--- config.mk ---
export PLATFORM = sky130hd
export DESIGN_NAME = sram_ctrl
export DESIGN_NICKNAME = d
export VERILOG_FILES = /design/src/rtl/sram_ctrl_pkg.sv /design/src/rtl/sram_ctrl_seq.sv /design/src/rtl/sram_ctrl_lanes.sv /design/src/rtl/sram_ctrl.sv
export SDC_FILE = /design/constraint.sdc
export NUM_CORES = 1
export LEC_CHECK = 0
export BUFFER_PORTS_ARGS = -buffer_cell sky130_fd_sc_hd__buf_2
export CORE_MARGIN = 10
export CORE_UTILIZATION = 44
export CTS_CLUSTER_SIZE = 28
export DETAILED_ROUTE_END_ITERATION = 10
export PLACE_DENSITY = 0.78
export SLEW_MARGIN = 10
export SYNTH_ARGS = -nofsm -noshare
export SYNTH_HDL_FRONTEND = slang
export SYNTH_SLANG_ARGS = --single-unit
--- constraint.sdc ---
create_clock -name clk -period 1.85 [get_ports clk]
set_input_delay 0.185 -clock clk [delete_from_list [all_inputs] [get_ports clk]]
set_output_delay 0.185 -clock clk [all_outputs]
set_load 0.01 [all_outputs]
--- src/rtl/sram_ctrl_pkg.sv ---
// Shared types for the asynchronous SRAM controller.
package sram_ctrl_pkg;

    // Access sequencer phases.
    typedef enum logic [2:0] {
        ST_IDLE,   // standby, ready for a request
        ST_RD,     // read strobe window
        ST_RGAP,   // bus turnaround after a read
        ST_WR,     // write strobe window
        ST_WHOLD   // write enable high, data held
    } seq_state_t;

endpackage

--- src/rtl/sram_ctrl_seq.sv ---
// Access sequencer: steps through the strobe phases of one access and
// times the read and write windows with a down counter.
// Assumes RD_CYC >= 1 and WR_CYC >= 1; start is only raised in ST_IDLE.
module sram_ctrl_seq
    import sram_ctrl_pkg::*;
#(
    parameter int RD_CYC = 3,
    parameter int WR_CYC = 3
) (
    input  logic       clk,
    input  logic       rst_n,
    input  logic       start,
    input  logic       start_wr,
    output seq_state_t state,
    output logic       capture
);
    localparam int MAX_CYC = (RD_CYC > WR_CYC) ? RD_CYC : WR_CYC;
    localparam int CNT_W   = (MAX_CYC < 2) ? 1 : $clog2(MAX_CYC);

    logic [CNT_W-1:0] cnt;

    // Phase register and window counter.
    always_ff @(posedge clk) begin
        if (!rst_n) begin
            state <= ST_IDLE;
            cnt   <= '0;
        end else begin
            case (state)
                ST_IDLE: if (start) begin
                    state <= start_wr ? ST_WR : ST_RD;
                    cnt   <= start_wr ? CNT_W'(WR_CYC - 1) : CNT_W'(RD_CYC - 1);
                end
                ST_RD: begin
                    if (cnt == '0) state <= ST_RGAP;
                    else           cnt   <= cnt - 1'b1;
                end
                ST_RGAP: state <= ST_IDLE;
                ST_WR: begin
                    if (cnt == '0) state <= ST_WHOLD;
                    else           cnt   <= cnt - 1'b1;
                end
                ST_WHOLD: state <= ST_IDLE;
                default:  state <= ST_IDLE;
            endcase
        end
    end

    // Last cycle of the read window: sample the bus at its closing edge.
    assign capture = (state == ST_RD) && (cnt == '0);

endmodule

--- src/rtl/sram_ctrl_lanes.sv ---
// Request holding registers and per-lane read capture.
// Holds address, write data and mask steady for the whole access; a lane
// whose mask bit is clear captures zero rather than the floating bus.
module sram_ctrl_lanes #(
    parameter int ADDR_W = 16,
    parameter int DATA_W = 16,
    parameter int LANES  = 2
) (
    input  logic              clk,
    input  logic              rst_n,
    input  logic              load,
    input  logic [ADDR_W-1:0] addr_in,
    input  logic [DATA_W-1:0] wdata_in,
    input  logic [LANES-1:0]  mask_in,
    input  logic              capture,
    input  logic [DATA_W-1:0] dq_i,
    output logic [ADDR_W-1:0] addr_q,
    output logic [DATA_W-1:0] wdata_q,
    output logic [LANES-1:0]  mask_q,
    output logic [DATA_W-1:0] rd_data,
    output logic              rd_valid
);
    localparam int LANE_W = DATA_W / LANES;

    // Latch the accepted request for the duration of the access.
    always_ff @(posedge clk) begin
        if (!rst_n) begin
            addr_q  <= '0;
            wdata_q <= '0;
            mask_q  <= '0;
        end else if (load) begin
            addr_q  <= addr_in;
            wdata_q <= wdata_in;
            mask_q  <= mask_in;
        end
    end

    // One-cycle valid pulse following the capture edge.
    always_ff @(posedge clk) begin
        if (!rst_n) rd_valid <= 1'b0;
        else        rd_valid <= capture;
    end

    for (genvar g = 0; g < LANES; g++) begin : g_lane
        logic [LANE_W-1:0] lane_q;

        // Capture this lane, or zero when it was not requested.
        always_ff @(posedge clk) begin
            if (!rst_n)       lane_q <= '0;
            else if (capture) lane_q <= mask_q[g] ? dq_i[g*LANE_W +: LANE_W] : '0;
        end

        assign rd_data[g*LANE_W +: LANE_W] = lane_q;
    end

endmodule

--- src/rtl/sram_ctrl.sv ---
// Asynchronous SRAM controller top.
// Takes one host access at a time and produces active-low memory strobes
// decoded from the sequencer phase. Assumes the external bus is resolved
// from mem_dq_o/mem_dq_oe outside this block, and that RD_CYC and WR_CYC
// cover the memory's access and write-pulse times at the chosen clock.
module sram_ctrl
    import sram_ctrl_pkg::*;
#(
    parameter int ADDR_W = 16,
    parameter int DATA_W = 16,
    parameter int RD_CYC = 3,
    parameter int WR_CYC = 3
) (
    input  logic                  clk,
    input  logic                  rst_n,
    input  logic                  req_valid,
    input  logic                  req_write,
    input  logic [ADDR_W-1:0]     req_addr,
    input  logic [DATA_W-1:0]     req_wdata,
    input  logic [DATA_W/8-1:0]   req_mask,
    output logic                  ready,
    output logic [DATA_W-1:0]     rd_data,
    output logic                  rd_valid,
    output logic [ADDR_W-1:0]     mem_addr,
    output logic                  mem_ce_n,
    output logic                  mem_we_n,
    output logic                  mem_oe_n,
    output logic [DATA_W/8-1:0]   mem_be_n,
    output logic [DATA_W-1:0]     mem_dq_o,
    output logic                  mem_dq_oe,
    input  logic [DATA_W-1:0]     mem_dq_i
);
    localparam int LANES = DATA_W / 8;

    seq_state_t        state;
    logic              capture;
    logic              accept;
    logic [LANES-1:0]  mask_q;
    logic              active;

    assign accept = req_valid && ready;

    sram_ctrl_seq #(
        .RD_CYC (RD_CYC),
        .WR_CYC (WR_CYC)
    ) u_seq (
        .clk      (clk),
        .rst_n    (rst_n),
        .start    (accept),
        .start_wr (req_write),
        .state    (state),
        .capture  (capture)
    );

    sram_ctrl_lanes #(
        .ADDR_W (ADDR_W),
        .DATA_W (DATA_W),
        .LANES  (LANES)
    ) u_lanes (
        .clk      (clk),
        .rst_n    (rst_n),
        .load     (accept),
        .addr_in  (req_addr),
        .wdata_in (req_wdata),
        .mask_in  (req_mask),
        .capture  (capture),
        .dq_i     (mem_dq_i),
        .addr_q   (mem_addr),
        .wdata_q  (mem_dq_o),
        .mask_q   (mask_q),
        .rd_data  (rd_data),
        .rd_valid (rd_valid)
    );

    // Strobe decode from the sequencer phase.
    always_comb begin
        active    = (state == ST_RD) || (state == ST_WR) || (state == ST_WHOLD);
        ready     = (state == ST_IDLE);
        mem_ce_n  = !active;
        mem_oe_n  = (state != ST_RD);
        mem_we_n  = (state != ST_WR);
        mem_dq_oe = (state == ST_WR) || (state == ST_WHOLD);
        mem_be_n  = active ? ~mask_q : '1;
    end

endmodule

== Yosys cells after proc, flatten, opt, wreduce, memory -nomap -nowiden ==
Index checks and enable logic that the tools add are counted.

* Input port bits: 54
* Register bits: 56

* Mux-type cells: 11
* Bitwise logic cells: 1
* Add/sub/neg operators: 1
* Eq/ne operators: 9
* Reduce and logical (&&, ||, !) cells: 12

{| class="wikitable"
|+ Operators by type and width
! kind !! number
|-
| $mux W8 || 2
|-
| $mux W3 || 3
|-
| $pmux W3 S3 || 1
|-
| $mux W2 || 4
|-
| $ne A2 B1 Y1 const B || 3
|-
| $reduce_and A3 Y1 || 2
|-
| $pmux W2 S2 || 1
|-
| $eq A3 B1 Y1 const B || 1
|-
| $eq A3 B2 Y1 const B || 1
|-
| $eq A3 B3 Y1 const B || 1
|-
| $logic_not A3 Y1 || 1
|-
| $logic_or A1 B1 Y1 || 3
|-
| $ne A3 B1 Y1 const B || 1
|-
| $ne A3 B2 Y1 const B || 1
|-
| $logic_and A1 B1 Y1 || 2
|-
| $logic_not A2 Y1 || 1
|-
| $ne A2 B2 Y1 const B || 1
|-
| $not A2 Y2 || 1
|-
| $reduce_bool A2 Y1 || 1
|-
| $reduce_or A2 Y1 || 1
|-
| $sub A2 B1 Y2 const B || 1
|-
| $logic_not A1 Y1 || 1
|}

== Logic depth before layout (Yosys ltp) ==
* Word-level depth: 4
* Gate-level depth with buffers: 6
* Gate-level depth less buffers: 5

== Cells and area by module ==
From an unflattened synthesis, not the netlist that was laid out.

* Cells, all modules: 219
* Area, all modules: 2303.5 um^2

{| class="wikitable"
|+ Modules (own cells, without submodules)
! module !! cells each !! area each (um^2) !! instances !! seq. area each (um^2)
|-
| sram_ctrl_lanes || 184 || 1998.2 || 1 || 1021.0
|-
| sram_ctrl_seq || 25 || 236.5 || 1 || 100.1
|-
| sram_ctrl || 10 || 68.8 || 1 || 0.0
|}

== Least setup slack after synthesis ==
No wires, ideal clock.

* Kind: register -> register
* Start point: register u_seq.state[1]
* End point: register u_lanes.g_lane[1].lane_q[5]
* Clock period less this slack: 1.604 ns
* Data arrival time: 1.487 ns
* Stages on the path, launching flop included: 7
* Slack: 0.246 ns
* Path buffers: 3
* Cell sequence: dfxtp_1 > buf_6 > or3b_1 > buf_6 > o21a_4 > buf_6 > a22o_1

* Longest elaborated chain between the ends: 2

{| class="wikitable"
|+ RTL lines
! what !! RTL line !! text
|-
| from (decl) || sram_ctrl_seq.sv:14 || <nowiki>output seq_state_t state,</nowiki>
|-
| from (signal assigned) || sram_ctrl_seq.sv:30 || <nowiki>state <= start_wr ? ST_WR : ST_RD;</nowiki>
|-
| $eq A3 B1 Y1 || sram_ctrl_seq.sv:49 || <nowiki>assign capture = (state == ST_RD) && (cnt == '0);</nowiki>
|-
| $logic_and A1 B1 Y1 || sram_ctrl_seq.sv:49 ||
|-
| to (signal assigned) || sram_ctrl_lanes.sv:50 || <nowiki>else if (capture) lane_q <= mask_q[g] ? dq_i[g*LANE_W +: LANE_W] : '0;</nowiki>
|-
| to (decl) || sram_ctrl_lanes.sv:45 || <nowiki>logic [LANE_W-1:0] lane_q;</nowiki>
|}

No other way between the ends.
A chain may end at the register's enable or synchronous reset.

== Final worst setup path ==
* Start point: register u_seq.state[0]
* End point: output port mem_oe_n

* Longest elaborated chain between the ends: 1

{| class="wikitable"
|+ RTL lines
! what !! RTL line !! text
|-
| $ne A3 B1 Y1 || sram_ctrl.sv:80 || <nowiki>mem_oe_n = (state != ST_RD);</nowiki>
|-
| to (decl) || sram_ctrl.sv:27 || <nowiki>output logic mem_oe_n,</nowiki>
|}

No other way between the ends.

==> impl_metrics.tcl <==
set metrics [dict create \
    min_period_over_period 0.9143 \
    drt_wl_total_mm 5.626 \
    root_buffer "clkbuf_8" \
    rows 25 \
    min_path_type "in2reg" \
    drc 0 \
    ys_warn_count 0 \
    syn_area_sq_um 2117 \
    cts_tree "done" \
    synth_fp_nets 280 \
    critPathMaxStageDelay_ns 0.52 \
    slew_headroom 0.6192 \
    crit_path_top_delay_cell "or3b_1" \
    arrival_ns 1.51 \
    clk_pin_slew_worst_paths_ns 0.10 \
    setup_slack_ns 0.1586 \
    seq_area_frac_synth 0.5296 \
    via_per_inst 4.832 \
    end_kind "output port" \
    hold_slack_ns 0.08101 \
    boundaryPins 110 \
    drt-initial-drc-count 107 \
    crit_required_ns 1.66 \
    worst_pin_slew_ns 0.5699 \
    final_max_slew_viol_count 0 \
    yosysUniqueCellTypes 26 \
    grt_max_degree 23 \
    clock_path_buffers 2 \
    powerDensity_nw_per_um2 897.8 \
    ant_nets 0 \
    grt-ovfl-total 0 \
    first_global_vias 1867 \
    wl_per_cell_um 14.58 \
    core_area_sq_um 4692 \
    grt_first_pass_wirelength_mm 8.873 \
    start_util 0.4512 \
    outcome "finished, final reports clean" \
    crit_type "reg2out" \
    max_cap_violations 0 \
    syn_inst 225 \
    place_inst 378 \
    syn2layout_area_growth_pct 31.80 \
    period_needed_ns 1.691 \
    die_h_um 89.37 \
    rsz0062_at_grt "false" \
    yosys_register_bits 56 \
    antenna_cells 0 \
    clock_latency_ns 0.31 \
    path_cells "or3b_1 -> buf_2" \
    nets 386 \
    dp_hpwl_mm 4.430 \
    ctsHtreeMaxLevel 2 \
    cts_resized 0 \
    setup_violations 0 \
    critPathMaxFanout 8 \
    cts_setup_buffers 0 \
    fmax_mhz 591.2 \
    placed_cell_area_sq_um 2679 \
    portBuffers 109 \
    dr.pass1.iters 4 \
    grt.total_usage 0.1399 \
    power.leakage_nw 1.361 \
    dieArea_sq_um 7986 \
    drive_gt1_frac 0.3855 \
    startpoint_type "flip-flop" \
    hold_buffers 0 \
    avgSynthCellArea_sq_um 9.409 \
    report.final.hold_viol_count 0 \
    irDropWorstVdd_uv 498.7 \
    pre_cts_ws_ns 0.1975 \
    numCtsBuffers 5 \
    place_congestion 0.7174 \
    setup-tns-final_ns 0 \
    vias 1865 \
    final_cells 386 \
    die_w_um 89.37 \
    clock_sinks 56 \
    antenna_found_initial 0 \
    design_area_sq_um 2790 \
    finClkSkew_ns 0.006273 \
]
-- report_power, final --
part	total (W)	leakage [nW]	switching, W	internal (W)
logic	0.000399	0.849	0.000224	0.000175
clock network	0.000794	0.0541	0.000393	0.000401
registers	0.00131	0.457	0.0000381	0.00127
total	0.00250	1.36	0.000656	0.00185
-- cells in the final DEF, fill, tap and decap left out, types with 3 or more instances in the layout --
master      n
buf_2     109
inv_1       6
buf_4       6
a21boi_1   10
nor2_1      3
a21boi_0   24
nand2_1    76
dfxtp_1    56
a22o_1     16
clkbuf_8    5
-- stage by stage --
stage / util / total power, W
4_1_cts: 0.5947 / 0.002542
3_5_place_dp: 0.5709 / 0.001747
5_1_grt: 0.5947 / 0.002643
3_3_place_gp: 0.5709 / 0.001736
6_report: 0.5947 / 0.002505
2_1_floorplan: - / 0.001581
-- critical path: cells and delay by family, from the launching register on --
family | cells | cell delay (ns)
buffers and inverters | 1 | 0.20
and+or+nand+nor | 1 | 0.52
DFF | 1 | 0.48
-- layer usage --
layer	global-route usage	part of all wire
met4	0.05347	0.022
met5	0	0
met1	0.1509	0.39
met3	0.06016	0.086
met2	0.2370	0.51
-- state kept, by name (all words and copies together), names as in the netlist --
signal / cells
u_lanes.g_lane.lane_q: 16
u_lanes.rd_valid: 1
u_lanes.mask_q: 2
u_seq.cnt: 2
u_lanes.wdata_q: 16
u_seq.state: 3
u_lanes.addr_q: 16
-- kinds of logic (layout without fill, tap and decap cells) --
kind of cell | count (synthesis) | in the layout | synth area share
simple gates | 89 | 89 | 0.1903
compound gates | 56 | 56 | 0.2139
flops | 56 | 56 | 0.5296
buf+inv | 22 | 129 | 0.05614
fa+ha+maj | 1 | 1 | 0.005909
xor+xnor | 1 | 1 | 0.004138
-- final cells by class --
cell class | instances | area, sq um
Tap cell | 54 | 67.56
Clock buffer | 5 | 68.82
Sequential cell | 56 | 1121
Fill cell | 460 | 1902
Inverter | 6 | 22.52
Timing Repair Buffer | 115 | 590.6
Clock inverter | 3 | 42.54
Multi-Input combinational cell | 147 | 877.1
-- final timing paths --
path,start,end,slack (ns),cells after the start
worst max-delay path,u_seq.state[0],mem_oe_n,0.16,2
worst min register to register,u_lanes.wdata_q[12],u_lanes.wdata_q[12],0.46,2
worst max register to register,u_seq.state[0],u_lanes.g_lane[1].lane_q[3],0.19,3
worst min-delay path,mem_dq_i[15],u_lanes.g_lane[1].lane_q[7],0.08,2
-- synthesized netlist by cell type, drive strengths merged --
library cell  count  area (sq um)
or3b              1         8.760
inv               6         22.52
nor4b             1         23.77
a31o              1         8.760
nor3              4         42.54
buf              10         73.81
o311a             1         10.01
nor2b             1         6.260
ha                1         12.51
o21a              2         22.52
or4b              1         10.01
xor2              1         8.760
nor2              3         11.26
a32oi             1         8.760
a21boi           34         255.2
a21o              1         7.510
clkbuf            6         22.52
nor3b             2         15.01
nand2            76         285.3
a22o             16         140.1
dfxtp            56          1121
No activity file was read; power rests on OpenSTA's default activity.
